File: src/rtl/subch_dispatch_pkg.sv
package subch_dispatch_pkg;

    localparam int unsigned CLASS_W = 16;
    localparam int unsigned N_PORTS = 3;
    localparam int unsigned ERR_W   = 5;

    localparam logic [CLASS_W-1:0] CLS_TWO_D   = 16'h902D;
    localparam logic [CLASS_W-1:0] CLS_THREE_D = 16'hB197;
    localparam logic [CLASS_W-1:0] CLS_COMPUTE = 16'hB1C0;
    localparam logic [CLASS_W-1:0] CLS_INLINE  = 16'hA140;
    localparam logic [CLASS_W-1:0] CLS_COPY    = 16'hB0B5;

    localparam int unsigned E_REBIND  = 0;
    localparam int unsigned E_RESERVE = 1;
    localparam int unsigned E_UNBOUND = 2;
    localparam int unsigned E_UNSUPP  = 3;
    localparam int unsigned E_UNKNOWN = 4;

    typedef enum logic [2:0] {
        KIND_TWO_D,
        KIND_THREE_D,
        KIND_COMPUTE,
        KIND_INLINE,
        KIND_COPY,
        KIND_UNKNOWN
    } eng_kind_e;

    typedef enum logic [1:0] {
        ST_IDLE,
        ST_BIND,
        ST_FORWARD,
        ST_REJECT
    } disp_state_e;

endpackage

File: src/rtl/subch_bind_table.sv
module subch_bind_table #(
    parameter int unsigned NSUB = 8,
    parameter int unsigned CW   = 16,
    localparam int unsigned SW  = $clog2(NSUB)
) (
    input  logic          clk,
    input  logic          rst_n,
    input  logic          wr_en,
    input  logic [SW-1:0] wr_idx,
    input  logic [CW-1:0] wr_cls,
    input  logic [SW-1:0] rd_idx,
    output logic          rd_valid,
    output logic [CW-1:0] rd_cls
);

    logic [NSUB-1:0] valid_q;
    logic [CW-1:0]   cls_q [NSUB];

    for (genvar g = 0; g < NSUB; g++) begin : g_entry
        always_ff @(posedge clk) begin
            if (!rst_n) begin
                valid_q[g] <= 1'b0;
                cls_q[g]   <= '0;
            end else if (wr_en && (wr_idx == SW'(g))) begin
                valid_q[g] <= 1'b1;
                cls_q[g]   <= wr_cls;
            end
        end
    end

    always_comb begin
        rd_valid = valid_q[rd_idx];
        rd_cls   = cls_q[rd_idx];
    end

endmodule

File: src/rtl/subch_class_decode.sv
module subch_class_decode
    import subch_dispatch_pkg::*;
(
    input  logic [CLASS_W-1:0] cls,
    output eng_kind_e          kind
);

    always_comb begin
        case (cls)
            CLS_TWO_D:   kind = KIND_TWO_D;
            CLS_THREE_D: kind = KIND_THREE_D;
            CLS_COMPUTE: kind = KIND_COMPUTE;
            CLS_INLINE:  kind = KIND_INLINE;
            CLS_COPY:    kind = KIND_COPY;
            default:     kind = KIND_UNKNOWN;
        endcase
    end

endmodule

File: src/rtl/subch_dispatch.sv
module subch_dispatch
    import subch_dispatch_pkg::*;
#(
    parameter int unsigned MW        = 13,
    parameter int unsigned SUBW      = 3,
    parameter int unsigned DW        = 32,
    parameter int unsigned RSV_LIMIT = 256
) (
    input  logic               clk,
    input  logic               rst_n,
    input  logic               wr_valid,
    input  logic [MW-1:0]      wr_method,
    input  logic [SUBW-1:0]    wr_subch,
    input  logic [DW-1:0]      wr_value,
    input  logic               err_clr,
    output logic [N_PORTS-1:0] eng_strobe,
    output logic [MW-1:0]      eng_method,
    output logic [DW-1:0]      eng_value,
    output logic [ERR_W-1:0]   err_flags
);

    localparam int unsigned NSUB   = 1 << SUBW;
    localparam logic [MW-1:0] RSV_TOP = MW'(RSV_LIMIT);

    disp_state_e        st_q, st_d;
    logic [N_PORTS-1:0] tgt_q, tgt_d;
    logic [MW-1:0]      meth_q;
    logic [DW-1:0]      val_q;
    logic [ERR_W-1:0]   err_q, err_set;

    logic               is_bind, is_rsv;
    logic               ent_valid;
    logic [CLASS_W-1:0] ent_cls;
    eng_kind_e          ent_kind;
    logic               tbl_we;

    assign is_bind = (wr_method == '0);
    assign is_rsv  = !is_bind && (wr_method < RSV_TOP);
    assign tbl_we  = wr_valid && is_bind && !ent_valid;

    subch_bind_table #(
        .NSUB (NSUB),
        .CW   (CLASS_W)
    ) u_table (
        .clk      (clk),
        .rst_n    (rst_n),
        .wr_en    (tbl_we),
        .wr_idx   (wr_subch),
        .wr_cls   (wr_value[CLASS_W-1:0]),
        .rd_idx   (wr_subch),
        .rd_valid (ent_valid),
        .rd_cls   (ent_cls)
    );

    subch_class_decode u_decode (
        .cls  (ent_cls),
        .kind (ent_kind)
    );

    // Next state, target port and error causes for the write in flight.
    always_comb begin
        st_d    = ST_IDLE;
        tgt_d   = '0;
        err_set = '0;
        if (wr_valid) begin
            if (is_bind) begin
                if (ent_valid) begin
                    st_d              = ST_REJECT;
                    err_set[E_REBIND] = 1'b1;
                end else begin
                    st_d = ST_BIND;
                end
            end else if (is_rsv) begin
                st_d               = ST_REJECT;
                err_set[E_RESERVE] = 1'b1;
            end else if (!ent_valid) begin
                st_d               = ST_REJECT;
                err_set[E_UNBOUND] = 1'b1;
            end else begin
                unique case (ent_kind)
                    KIND_TWO_D: begin
                        st_d     = ST_FORWARD;
                        tgt_d[0] = 1'b1;
                    end
                    KIND_THREE_D: begin
                        st_d     = ST_FORWARD;
                        tgt_d[1] = 1'b1;
                    end
                    KIND_COMPUTE: begin
                        st_d     = ST_FORWARD;
                        tgt_d[2] = 1'b1;
                    end
                    KIND_INLINE, KIND_COPY: begin
                        st_d              = ST_REJECT;
                        err_set[E_UNSUPP] = 1'b1;
                    end
                    default: begin
                        st_d               = ST_REJECT;
                        err_set[E_UNKNOWN] = 1'b1;
                    end
                endcase
            end
        end
    end

    // State register together with the payload it qualifies.
    always_ff @(posedge clk) begin
        if (!rst_n) begin
            st_q   <= ST_IDLE;
            tgt_q  <= '0;
            meth_q <= '0;
            val_q  <= '0;
        end else begin
            st_q <= st_d;
            if (st_d == ST_FORWARD) begin
                tgt_q  <= tgt_d;
                meth_q <= wr_method;
                val_q  <= wr_value;
            end
        end
    end

    // Sticky error bits: a clear and a new error in one cycle keep the new error.
    always_ff @(posedge clk) begin
        if (!rst_n) begin
            err_q <= '0;
        end else begin
            err_q <= (err_clr ? '0 : err_q) | err_set;
        end
    end

    // Outputs derived from the registered state.
    always_comb begin
        eng_strobe = '0;
        unique case (st_q)
            ST_FORWARD:                  eng_strobe = tgt_q;
            ST_IDLE, ST_BIND, ST_REJECT: eng_strobe = '0;
            default:                     eng_strobe = '0;
        endcase
        eng_method = meth_q;
        eng_value  = val_q;
        err_flags  = err_q;
    end

endmodule

File: config.mk
export PLATFORM = sky130hd
export DESIGN_NAME = subch_dispatch
export DESIGN_NICKNAME = d
export VERILOG_FILES = /design/src/rtl/subch_dispatch_pkg.sv /design/src/rtl/subch_bind_table.sv /design/src/rtl/subch_class_decode.sv /design/src/rtl/subch_dispatch.sv
export SDC_FILE = /design/constraint.sdc
export NUM_CORES = 1
export LEC_CHECK = 0
export BUFFER_PORTS_ARGS = -buffer_cell sky130_fd_sc_hd__buf_2
export CORE_ASPECT_RATIO = 1.4
export CORE_MARGIN = 2
export CORE_UTILIZATION = 36
export DETAILED_ROUTE_END_ITERATION = 12
export RECOVER_POWER = 50
export SLEW_MARGIN = 20
export SYNTH_ARGS = -nofsm -noshare
export SYNTH_HDL_FRONTEND = slang
export SYNTH_SLANG_ARGS = --single-unit
File: constraint.sdc
create_clock -name clk -period 4.57 [get_ports clk]
set_input_delay 0.914 -clock clk [delete_from_list [all_inputs] [get_ports clk]]
set_output_delay 0.914 -clock clk [all_outputs]
set_load 0.03 [all_outputs]
### Yosys cells after proc, flatten, opt, wreduce, memory -nomap -nowiden

Memory sizes are Yosys's and may differ from the RTL's.
Index checks and enable logic that the tools add are counted.

* $lt $le $gt $ge: 2
* equality and inequality tests: 20
* mux-type cells: 61
* bitwise operators: 9
* reductions and logical operators: 21

Operators with widths (count)
* $mux W16: 8
* $eq A16 B16 Y1 const B: 5
* $mux W1: 38
* $eq A3 B3 Y1 const B: 5
* $mux W3: 5
* $pmux W3 S5: 1
* $logic_not A13 Y1: 1
* $lt A13 B9 Y1 const B: 1
* $eq A3 B2 Y1 const B: 4
* $logic_and A1 B1 Y1: 11
* $mux W5: 2
* $mux W2: 4
* $or A1 B1 Y1: 8
* $eq A2 B2 Y1 const B: 3
* $eq A3 B1 Y1 const B: 2
* $logic_not A3 Y1: 2
* $pmux W3 S2: 1
* $reduce_or A3 Y1: 2
* $or A5 B5 Y5: 1
* $reduce_or A5 Y1: 1
* $lt A3 B4 Y1 const B: 1
* $mux W4: 1
* $bmux W1 S3: 1
* $eq A2 B1 Y1 const B: 1
* other kinds (3): 4

* bits in registers: 63
* memory bits (writable): 128
* input bits: 52
* output and inout port bits: 53
* memories: 1

Memory list
* u_table.cls_q: words 8, bits a word 16, read ports 1, clocked after memory_dff 0, write ports 8, line subch_bind_table.sv:17 `logic [CW-1:0] cls_q [NSUB];`

### Logic depth before layout (Yosys ltp)

An unclocked memory read counts as a cell.

* depth after elaboration: 11
* mapped depth: 14
* mapped depth without buffers: 8

### Cells and area by module

Synthesis repeated with hierarchy kept, for this count alone.

* cells, all modules: 674
* area total of the unflattened synthesis: 8506.9 µm²

Modules (own cells, without submodules)
* subch_bind_table: times used 1, cells an instance 404, area each 6094.6 µm², seq. area each 4003.8 µm²
* subch_dispatch: times used 1, cells an instance 250, area each 2245.9 µm², seq. area each 1101.1 µm²
* subch_class_decode: times used 1, cells an instance 20, area each 166.4 µm², seq. area each 0.0 µm²

### Worst setup path after synthesis

Ideal clock, no wire load.

* path kind: input-to-reg
* from: in wr_subch[1]
* to: mem u_table.cls_q[0][0] (enable)
* library setup time: 414 ps
* arrival time: 3608 ps
* setup slack: 547 ps
* stages: 8
* cells stage by stage: buf_4 buf_4 mux4_2 mux2i_1 nand3_1 inv_2 nand2_1 o31ai_1

RTL lines
* start: declaration: line subch_dispatch.sv:13 `input logic [SUBW-1:0] wr_subch,`
* end: declaration: line subch_bind_table.sv:17

==> results.ini <==
[synthesis]
yosysTopAreaCellShare_pct = 45.0
ys_seq_elements = 191
synth_ff_type = edfxtp_1
synth-edff-count = 128
synthTopCellsByCount = and2_1 (134), edfxtp_1 (128), nand2_1 (112), mux2i_1 (72), dfxtp_1 (63)
netlist_area_um2 = 8530
synth_fp_nets = 760
synth_area_leaders = edfxtp_1 (45%), dfxtp_1 (15%), and2_1 (9.8%), mux2i_1 (8.4%), nand2_1 (4.9%)
yosysUniqueCellTypes = 55
synthArstFlopShare_pct = 0
synthMostInstantiatedCell = and2_1
yosysWarnings = 0
synth-seq-area-share_pct = 59.8
synth_top_cell_by_area = edfxtp_1
avgSynthCellArea_um2 = 12.1
synthCells = 708

[clocking]
hold_buffers = 0
cts_buffers = 17
cts.path.max_buffers = 2
cts_tree = built
clock_latency_ns = 0.44
htreeDepth = 4
clk_pin_slew_ns = 0.07
clock-sinks = 191
cts_setup_buffers = 0
post_cts_resize_count = 0
root_buffer = clkbuf_16

[floorplanning]
die_x_um = 134
design.core.area_um2 = 23300
start_util_pct = 36.6
ios = 105
die_area_um2 = 25000
dieHeight_um = 186
rows = 66

[drt]
ant_nets = 0
dr.pass1.iters = 5
wl_per_cell_um = 18.4
viasPerCell = 4.98
vias = 5691
drtIter0Drc = 333
post-route-drc-count = 0
wirelength_um = 21000

[worst_hold_path]
worst_hold_path_type = reg -> reg
min_from = tgt_q[0]

[power_and_ir_drop]
p_int_mw = 2.81
power_density_nw_per_um2 = 367
swShare_pct = 23.1
p_comb_share_pct = 6.5
peakVddDrop_mv = 0.273
switchingPower_mw = 0.845
leakagePower_nw = 3.56
clkPwrFrac_pct = 41.1
p_seq_share_pct = 52.4

[cells_and_area]
final_area_um2 = 9960
final_nets = 876
utilization_pct = 42.8
n_antenna_cell = 0
area_growth_pct = 16.7
drive_above_1_share_pct = 14.1

[status]
status = complete, but fails checks
violations = capacitance limit, slew limit

[place]
gp_congestion = 0.832
port_buffers = 104
placed_area_um2 = 9500
dp.final_hpwl_um = 14200

[sta]
fin_tns_setup_ns = 0
hold_violations = 0
slew-limit-headroom_pct = -63.2
final_max_slew_viol_count = 64
clock.fmax_mhz = 254
holdWs_ns = 0.452
finalCritPeriodShare_pct = 86.1
rsz0062_at_grt = false
skew_ns = 0.00904
worst_pin_slew_ns = 2.45
setup_viol = 0
min_period_ns = 3.94

[setup_path]
cp_data_required_time_ns = 4.62
crit_arrival_ns = 3.98
rr_startpoint = u_table.valid_q[1]
cp_max_fo = 31
crit_start = wr_subch[0]
worstSetupEndpointType = register
path_class = in -> reg
startpoint_type = input port

[grt]
grt_pass1_wl_um = 32100
antenna_found_initial = 0
overflow = 0
grtUsageTotal_pct = 17.3
grt_max_degree = 64
grt_pass1_vias = 5614

[run]
maxCapViolations = 1

[stage by stage]
| step | setup WS, ns | std cells | power (mW) |
|---|---|---|---|
| global placement | 0.557 | 1111 | 2.19 |
| detailed placement | 0.423 | 1111 | 2.19 |
| floorplan | 0.547 | 708 | 2.09 |
| global route | 0.347 | 1143 | 3.78 |
| finish | 0.633 | 1143 | 3.65 |
| CTS | 0.899 | 1143 | 3.69 |
[registers in the layout, indices dropped and copies added, names as in the netlist]
signal	count
u_table.cls_q	128
st_q	2
eng_value	32
err_flags	5
u_table.valid_q	8
tgt_q	3
eng_method	13
[area by class of cell]
class	count	area (um^2)
sequential	191	5100
inverter	5	18.8
multi-input combinational	473	3190
timing repair buffer	136	656
clock inverter	10	85.1
fill	2255	13300
tap	306	383
clock buffer	22	522
[critical path, cell delays in order]
cell and delay [ns]:
buf_2 0.59, mux4_2 0.58, mux2i_1 0.34, nand3_1 0.14
inv_1 0.15, nand2_1 0.14, o21ai_1 0.17, clkbuf_1 0.93
[power by group through the flow]
stage                     sequential [mW]  combinational (mW)  clock [mW]
final                                1.91               0.237        1.50
after floorplan                      1.95               0.140           0
after global placement               1.95               0.240           0
after global routing                 1.92               0.258        1.60
after detailed placement             1.95               0.241           0
after CTS                            1.91               0.241        1.54
[per-layer routing]
layer | vias up | GRT usage, % | wire length [um]
met1 | 2738 | 21.0 | 8930
met4 | 0 | 7.28 | 453
met5 | - | 0 | 0
met2 | 175 | 30.4 | 10700
met3 | 29 | 3.25 | 950
li1 | 2749 | - | -
[cell usage in the layout (no fill, tap or decap), types with 3 or more instances in the layout]
| cell | synthesis | final |
|---|---|---|
| edfxtp_1 | 128 | 128 |
| nand2_1 | 112 | 112 |
| and2_1 | 134 | 81 |
| mux2i_1 | 72 | 72 |
| clkbuf_1 | 23 | 70 |
| dfxtp_1 | 63 | 63 |
| and2_0 | 0 | 53 |
| buf_2 | 2 | 50 |
| clkbuf_16 | 0 | 20 |
| nor2_1 | 18 | 18 |
| buf_4 | 7 | 13 |
| mux4_2 | 12 | 12 |
| nand3_1 | 12 | 12 |
| a21o_1 | 9 | 9 |
| nor3_1 | 6 | 8 |
| o21ai_0 | 10 | 8 |
| a21oi_1 | 8 | 8 |
| nor4_1 | 7 | 7 |
| nor2b_1 | 5 | 5 |
| o22ai_1 | 5 | 5 |
| inv_1 | 3 | 4 |
| nand2b_1 | 4 | 4 |
| a22o_1 | 4 | 4 |
| a211oi_1 | 4 | 4 |
| or3_1 | 4 | 4 |
| or4_1 | 3 | 3 |
| o21ai_1 | 1 | 3 |
| nand3b_1 | 3 | 3 |
| nor4b_1 | 3 | 3 |
| and3_1 | 3 | 3 |
| inv_6 | 0 | 3 |
[final timing paths]
kind,endpoint,cells past startpoint,slack [ns]
setup / recovery,u_table.cls_q[2][12],8,0.63
hold reg to reg,tgt_q[0],2,0.45
hold / removal,tgt_q[0],2,0.45
setup reg to reg,u_table.cls_q[2][12],7,1.51
[cells by family after synthesis]
logic type / synth area share, %
mux: 12.1
flops: 59.8
buf+inv: 2.89
simple gates: 20.1
compound gates: 5.10
Note: power is estimated with default switching activity, not from simulation.
